===== config.mk =====
export PLATFORM = sky130hd
export DESIGN_NAME = pix_alaw_comp
export DESIGN_NICKNAME = d
export VERILOG_FILES = /design/src/rtl/alaw_pkg.sv /design/src/rtl/alaw_ctrl.sv /design/src/rtl/alaw_datapath.sv /design/src/rtl/pix_alaw_comp.sv
export SDC_FILE = /design/constraint.sdc
export NUM_CORES = 1
export LEC_CHECK = 0
export ABC_AREA = 1
export BUFFER_PORTS_ARGS = -buffer_cell sky130_fd_sc_hd__clkbuf_2
export CAP_MARGIN = 40
export CORE_MARGIN = 10
export CORE_UTILIZATION = 50
export CTS_CLUSTER_SIZE = 30
export DETAILED_ROUTE_END_ITERATION = 6
export GPL_ROUTABILITY_DRIVEN = 0
export GPL_TIMING_DRIVEN = 0
export PLACE_DENSITY = 0.9
export SYNTH_ARGS = -nofsm -noshare
export SYNTH_HDL_FRONTEND = slang
export SYNTH_HIERARCHICAL = 1
export SYNTH_SLANG_ARGS = --single-unit

===== constraint.sdc =====
create_clock -name clk -period 0.8 [get_ports clk]
set_input_delay 0.16 -clock clk [delete_from_list [all_inputs] [get_ports clk]]
set_output_delay 0.16 -clock clk [all_outputs]
set_load 0.02 [all_outputs]

===== src/rtl/alaw_pkg.sv =====
package alaw_pkg;

  localparam int PIX_W  = 12;
  localparam int CODE_W = 10;
  localparam int SEG_N  = 6;

  // strobes from control to datapath
  typedef struct packed {
    logic load;    // capture the current pixel
    logic encode;  // compress it (0 = raw passthrough)
  } alaw_strobe_t;

  // smallest input that falls in segment s
  function automatic int segFloor(input int s);
    return (s == 0) ? 0 : (64 << s);
  endfunction

  // number of low input bits discarded in segment s
  function automatic int segDrop(input int s);
    case (s)
      0, 1:    return 0;
      2:       return 1;
      3, 4:    return 2;
      default: return 3;
    endcase
  endfunction

  // width of the segment tag in segment s
  function automatic int segTagW(input int s);
    return (s < 4) ? 3 : 2;
  endfunction

  // value of the segment tag in segment s
  function automatic int segTag(input int s);
    return (s < 4) ? s : s - 2;
  endfunction

endpackage


===== src/rtl/alaw_ctrl.sv =====
module alaw_ctrl
  import alaw_pkg::*;
(
  input  logic         clk,
  input  logic         rstN,
  input  logic         compEn,
  input  logic         pixValidIn,
  output alaw_strobe_t strobe,
  output logic         pixValidOut
);

  logic validQ;

  always_comb begin
    strobe.load   = pixValidIn;
    strobe.encode = compEn;
  end

  always_ff @(posedge clk or negedge rstN) begin
    if (!rstN) validQ <= 1'b0;
    else       validQ <= pixValidIn;
  end

  assign pixValidOut = validQ;

endmodule


===== src/rtl/alaw_datapath.sv =====
module alaw_datapath
  import alaw_pkg::*;
(
  input  logic              clk,
  input  logic              rstN,
  input  alaw_strobe_t      strobe,
  input  logic [PIX_W-1:0]  pixIn,
  output logic [PIX_W-1:0]  pixOut,
  output logic              pixCoded
);

  localparam int PAD_W = PIX_W - CODE_W;

  logic [SEG_N-1:0]  segHit;
  logic [CODE_W-1:0] segCode [SEG_N];
  logic [CODE_W-1:0] codeSel;
  logic [PIX_W-1:0]  pixNext;
  logic [PIX_W-1:0]  pixQ;
  logic              codedQ;

  // one candidate codeword per segment
  for (genvar s = 0; s < SEG_N; s++) begin : g_seg
    localparam int DROP  = segDrop(s);
    localparam int TW    = segTagW(s);
    localparam int MW    = CODE_W - TW;
    localparam int TAG   = segTag(s);
    localparam int FLOOR = segFloor(s);
    assign segHit[s]  = (pixIn >= PIX_W'(FLOOR));
    assign segCode[s] = {TW'(TAG), pixIn[DROP +: MW]};
  end

  // the highest segment whose floor is reached wins
  always_comb begin
    codeSel = segCode[0];
    for (int s = 1; s < SEG_N; s++) begin
      if (segHit[s]) codeSel = segCode[s];
    end
  end

  assign pixNext = strobe.encode ? {{PAD_W{1'b0}}, codeSel} : pixIn;

  always_ff @(posedge clk or negedge rstN) begin
    if (!rstN) begin
      pixQ   <= '0;
      codedQ <= 1'b0;
    end else if (strobe.load) begin
      pixQ   <= pixNext;
      codedQ <= strobe.encode;
    end
  end

  assign pixOut   = pixQ;
  assign pixCoded = codedQ;


  bypass_raw_chk: assert property (@(posedge clk) disable iff (!rstN)
    (strobe.load && !strobe.encode) |=> (pixOut == $past(pixIn) && !pixCoded));


  idle_hold_chk: assert property (@(posedge clk) disable iff (!rstN)
    !strobe.load |=> ($stable(pixOut) && $stable(pixCoded)));


  code_pad_chk: assert property (@(posedge clk) disable iff (!rstN)
    pixCoded |-> (pixOut[PIX_W-1:CODE_W] == '0));


  seg_lsb_drop_chk: assert property (@(posedge clk) disable iff (!rstN)
    (strobe.load && strobe.encode && pixIn[11:8] == 4'b0001)
      |=> (pixOut[9:7] == 3'b010 && pixOut[6:0] == $past(pixIn[7:1])));


  top_code_chk: assert property (@(posedge clk) disable iff (!rstN)
    (strobe.load && strobe.encode && pixIn == '1) |=> (pixOut == PIX_W'(1023)));

endmodule


===== src/rtl/pix_alaw_comp.sv =====
module pix_alaw_comp
  import alaw_pkg::*;
(
  input  logic             clk,
  input  logic             rstN,
  input  logic             compEn,
  input  logic             pixValidIn,
  input  logic [PIX_W-1:0] pixIn,
  output logic             pixValidOut,
  output logic [PIX_W-1:0] pixOut,
  output logic             pixCoded
);

  alaw_strobe_t strobe;

  alaw_ctrl u_ctrl (
    .clk        (clk),
    .rstN       (rstN),
    .compEn     (compEn),
    .pixValidIn (pixValidIn),
    .strobe     (strobe),
    .pixValidOut(pixValidOut)
  );

  alaw_datapath u_dp (
    .clk     (clk),
    .rstN    (rstN),
    .strobe  (strobe),
    .pixIn   (pixIn),
    .pixOut  (pixOut),
    .pixCoded(pixCoded)
  );


  valid_delay_chk: assert property (@(posedge clk) disable iff (!rstN)
    pixValidIn |=> pixValidOut);


  valid_gap_chk: assert property (@(posedge clk) disable iff (!rstN)
    !pixValidIn |=> !pixValidOut);

endmodule


==> run summary <==
=================================================================================
Result of the run                                                    finished with violations
Violated checks                                                      setup timing
Most common cell in the netlist                                      sky130_fd_sc_hd__nand2_1
TritonCTS clock tree                                                          yes
Part of the cycle the worst path needs                                       1.28
Crit path time final                                                      1.02 ns
Minimum setup slack among reg-to-reg paths                               -0.01 ns
Kind of launch point of the worst setup path                             register
Register area share after synthesis                                         0.354
Largest vdd supply drop                                                  0.960 mV
Half-perimeter wire length of the detailed placement result               2210 um
Antenna viol nets, final                                                        0
Critical path arrival                                                     0.86 ns
Fmax achieved                                                             978 MHz
DIE HEIGHT                                                                64.5 um
Total of max-cap violations                                                     0
Unrepaired setup endpoints after global routing                              true
Number of enable flip-flop cells after synthesis                                0
Portion of synthesized cell area occupied by the leading cell type          0.354
Tightest Pin Transition                                                  0.410 ns
Share of synthesized area spent on multiplexers                                 0
Commonest cells post-synth                                           29 x sky130_fd_sc_hd__nand2_1, 20 x sky130_fd_sc_hd__a21oi_1, 15 x sky130_fd_sc_hd__nor2_1
Ys flop type                                                         sky130_fd_sc_hd__dfrtp_1
Share of the synthesized area in compound gates (AO/OA/AOI/OAI)             0.213
WL per Instance                                                           21.0 um
1st-iter DRT viols                                                            140
Final-stage net count                                                         198
Critical path type                                                   register to primary output
Final number of setup-violating endpoints                                      24
Overall global routing resource usage                                       0.164
Clock transition at the registers of the reported paths                   0.10 ns
Floorplan die area                                                   0.00416 mm^2
Depth of the most critical reg-to-reg path                                      3
Post-Synthesis Net Count                                                      150
Number of antenna repair diodes                                                 0
Growth of design area from synthesis to finish                              59.7%
Buffers plus inverters on the worst setup path                                  1
Min-Delay Path Class                                                 input pin to register
Post-Layout Cell Count                                                        208
First-pass GRT wire length                                                5540 um
Cell depth of the worst min-delay path                                          3
Worst EP required                                                         0.64 ns
Setup crit start                                                     u_dp/pixOut[2]$_DFFE_PN0P_
Maximum count of clock buffers along a single path                              2
Worst slew margin relative to its limit                                     0.727
Vias in the first global route                                               1150
Synthesized area per cell                                               7.40 um^2
Synth Cell Area                                                          991 um^2
Layout cell share with drive strength beyond 1                              0.508
Count of placed standard cells including taps                                 188
Number of clock buffers inserted by TritonCTS                                   3
Maximum fanout encountered on the critical timing path                          2
Post-synthesis register bit count                                              14
Critical Path Stages                                                            1
IO buf count                                                                   27
X dimension of the die                                                    64.5 um
Total count of max-transition violations in the final report                    0
Cells after Synth                                                             134
Number of DRC violations after detailed routing                                 0
GRT Residual Overflow                                                           0
Largest cells by area after synthesis                                sky130_fd_sc_hd__dfrtp_1 35%, sky130_fd_sc_hd__nand2_1 11%, sky130_fd_sc_hd__a21oi_1 10%, sky130_fd_sc_hd__a21oi_2 6.2%, sky130_fd_sc_hd__nand3_2 6.1%
Crit Reg-Reg Endpoint                                                u_dp/pixOut[8]$_DFFE_PN0P_
Critical path capture point                                             pixOut[2]
Fin. Hold Viols                                                                 0
Crit-path slowest cell                                               sky130_fd_sc_hd__dfrtp_1
Clock sink total                                                               14
Synthesized-area fraction occupied by xor and xnor cells                        0
Clock skew                                                                   0 ns
Filler cell count                                                              93
Number of top-level pins                                                       30
Startpoint of the worst register-to-register path                    u_dp/pixOut[8]$_DFFE_PN0P_
Leakage power figure                                                     0.742 nW
End-of-flow core utilization                                                0.824
Worst Slack Setup Final                                                 -0.223 ns
Share of async-settable or async-resettable flops after synthesis            1.00
Worst-Skew Late Latency                                                   0.29 ns
Starting density of the core                                                0.516
Routed Wire Length                                                        4370 um
Unique cell type count in the Yosys netlist                                    25
Simple-gate area share of the yosys netlist                                 0.327
Synthesis Warnings                                                              6
Main combinational cell family by area after synthesis               simple AND/OR/NAND/NOR gates
Routed vias                                                                  1295
Maximum cell stage delay along the critical path                          0.41 ns
Pre-Repair DR Iteration Count                                                   7
Largest net degree at the start of global routing                              15
Detail-routed via count per cell                                             6.23
Endpoint type of the worst setup path                                primary output
Cell type with the highest aggregate area in the netlist             sky130_fd_sc_hd__dfrtp_1
Cell breakdown of the critical path                                      clkbuf_8
Synth Area in Adders                                                            0
Power per Cell Area                                                  1470 mW/mm^2
Family with the most delay on the worst path                           flip-flops
Cell at the root of the clock tree                                   sky130_fd_sc_hd__clkbuf_4
Deepest level of the CTS H-tree                                                 1
Area inside the core boundary                                        0.00192 mm^2
Initial antenna violation count                                                 0
Rows                                                                           16
=================================================================================
cell usage in the layout, fill, tap and decap left out, types with 2 or more instances in the layout:
| cell type | instances |
|---|---|
| sky130_fd_sc_hd__nand2_1 | 24 |
| sky130_fd_sc_hd__a21oi_1 | 20 |
| sky130_fd_sc_hd__dfrtp_1 | 14 |
| sky130_fd_sc_hd__buf_6 | 13 |
| sky130_fd_sc_hd__clkbuf_2 | 12 |
| sky130_fd_sc_hd__inv_1 | 12 |
| sky130_fd_sc_hd__buf_4 | 11 |
| sky130_fd_sc_hd__nand3_2 | 10 |
| sky130_fd_sc_hd__nor2_1 | 8 |
| sky130_fd_sc_hd__clkbuf_8 | 7 |
| sky130_fd_sc_hd__a21oi_2 | 7 |
| sky130_fd_sc_hd__nor2_4 | 6 |
| sky130_fd_sc_hd__nand2_2 | 5 |
| sky130_fd_sc_hd__clkbuf_4 | 3 |
| sky130_fd_sc_hd__buf_2 | 3 |
| sky130_fd_sc_hd__nand3_1 | 3 |
| sky130_fd_sc_hd__nand2_4 | 2 |
| sky130_fd_sc_hd__dlygate4sd3_1 | 2 |
| sky130_fd_sc_hd__inv_4 | 2 |
| sky130_fd_sc_hd__nor2_2 | 2 |
| sky130_fd_sc_hd__o21ai_2 | 2 |
| sky130_fd_sc_hd__o22ai_1 | 2 |
| sky130_fd_sc_hd__o21ai_1 | 2 |
worst min-delay path, delay by kind of cell:
kind | cells | cell delay [ns]
buf+inv | 1 | 0.12
simple gates | 2 | 0.14
layout make-up:
cell class / count / area (um^2) / area share
Timing Repair Buffer: 42 / 380 / 0.240
Clock buffer: 4 / 36.3 / 0.0229
Tap cell: 27 / 33.8 / 0.0213
Buffer: 7 / 61.3 / 0.0387
Inverter: 15 / 73.8 / 0.0466
Multi-Input combinational cell: 99 / 647 / 0.409
Sequential cell: 14 / 350 / 0.221
per-stage QoR:
step	worst slack, ns	instance area (um^2)	total power, mW	setup TNS [ns]	hold WS [ns]
3_3_place_gp	-0.298	1180	1.39	-3.08	0.0696
5_1_grt	-0.253	1580	2.41	-3.84	0.184
3_5_place_dp	-0.353	1180	1.42	-3.39	0.0785
6_report	-0.223	1580	2.32	-3.46	0.171
2_1_floorplan	-0.133	1010	1.21	-0.987	-0.136
4_1_cts	-0.214	1350	2.05	-2.71	0.159
where the power goes:
part	switching [mW]	leakage, nW	internal, mW
Combinational	0.517	0.559	0.417
Sequential	0.0572	0.162	0.780
Clock	0.270	0.0210	0.278
Total	0.844	0.742	1.48
cell families after synthesis:
family	Yosys count
buf+inv	22
simple gates	63
compound gates	35
flops	14
worst min path at each step:
stage              start                            to  slack [ns]
6_report          compEn     u_dp/pixCoded$_DFFE_PN0P_        0.17
2_1_floorplan       rstN  u_ctrl/pixValidOut$_DFF_PN0_       -0.14
3_3_place_gp        rstN   u_dp/pixOut[11]$_DFFE_PN0P_        0.07
4_1_cts           compEn     u_dp/pixCoded$_DFFE_PN0P_        0.16
3_5_place_dp        rstN   u_dp/pixOut[10]$_DFFE_PN0P_        0.08
5_1_grt        pixIn[10]   u_dp/pixOut[10]$_DFFE_PN0P_        0.18
registers in the layout, indices dropped and copies added (netlist names):
register,count
u_ctrl/pixValidOut,1
u_dp/pixCoded,1
u_dp/pixOut,12
per-layer routing:
layer,wire (um),global-route usage
met1,1460,0.186
met5,0,0
met2,2100,0.280
met4,304,0.0856
met3,503,0.0378
timing repair:
| action | in CTS | in global routing |
|---|---|---|
| endpoints found under the hold margin | 15 | 0 |
| pin swaps | 2 | 11 |
| gates cloned | 0 | 1 |
| hold buffers | 2 | 0 |
| buffers inserted | 8 | 8 |
| setup endpoints to repair | 21 | 24 |
| resized for setup | 14 | 65 |
Note: power is estimated with default switching activity, not from simulation.
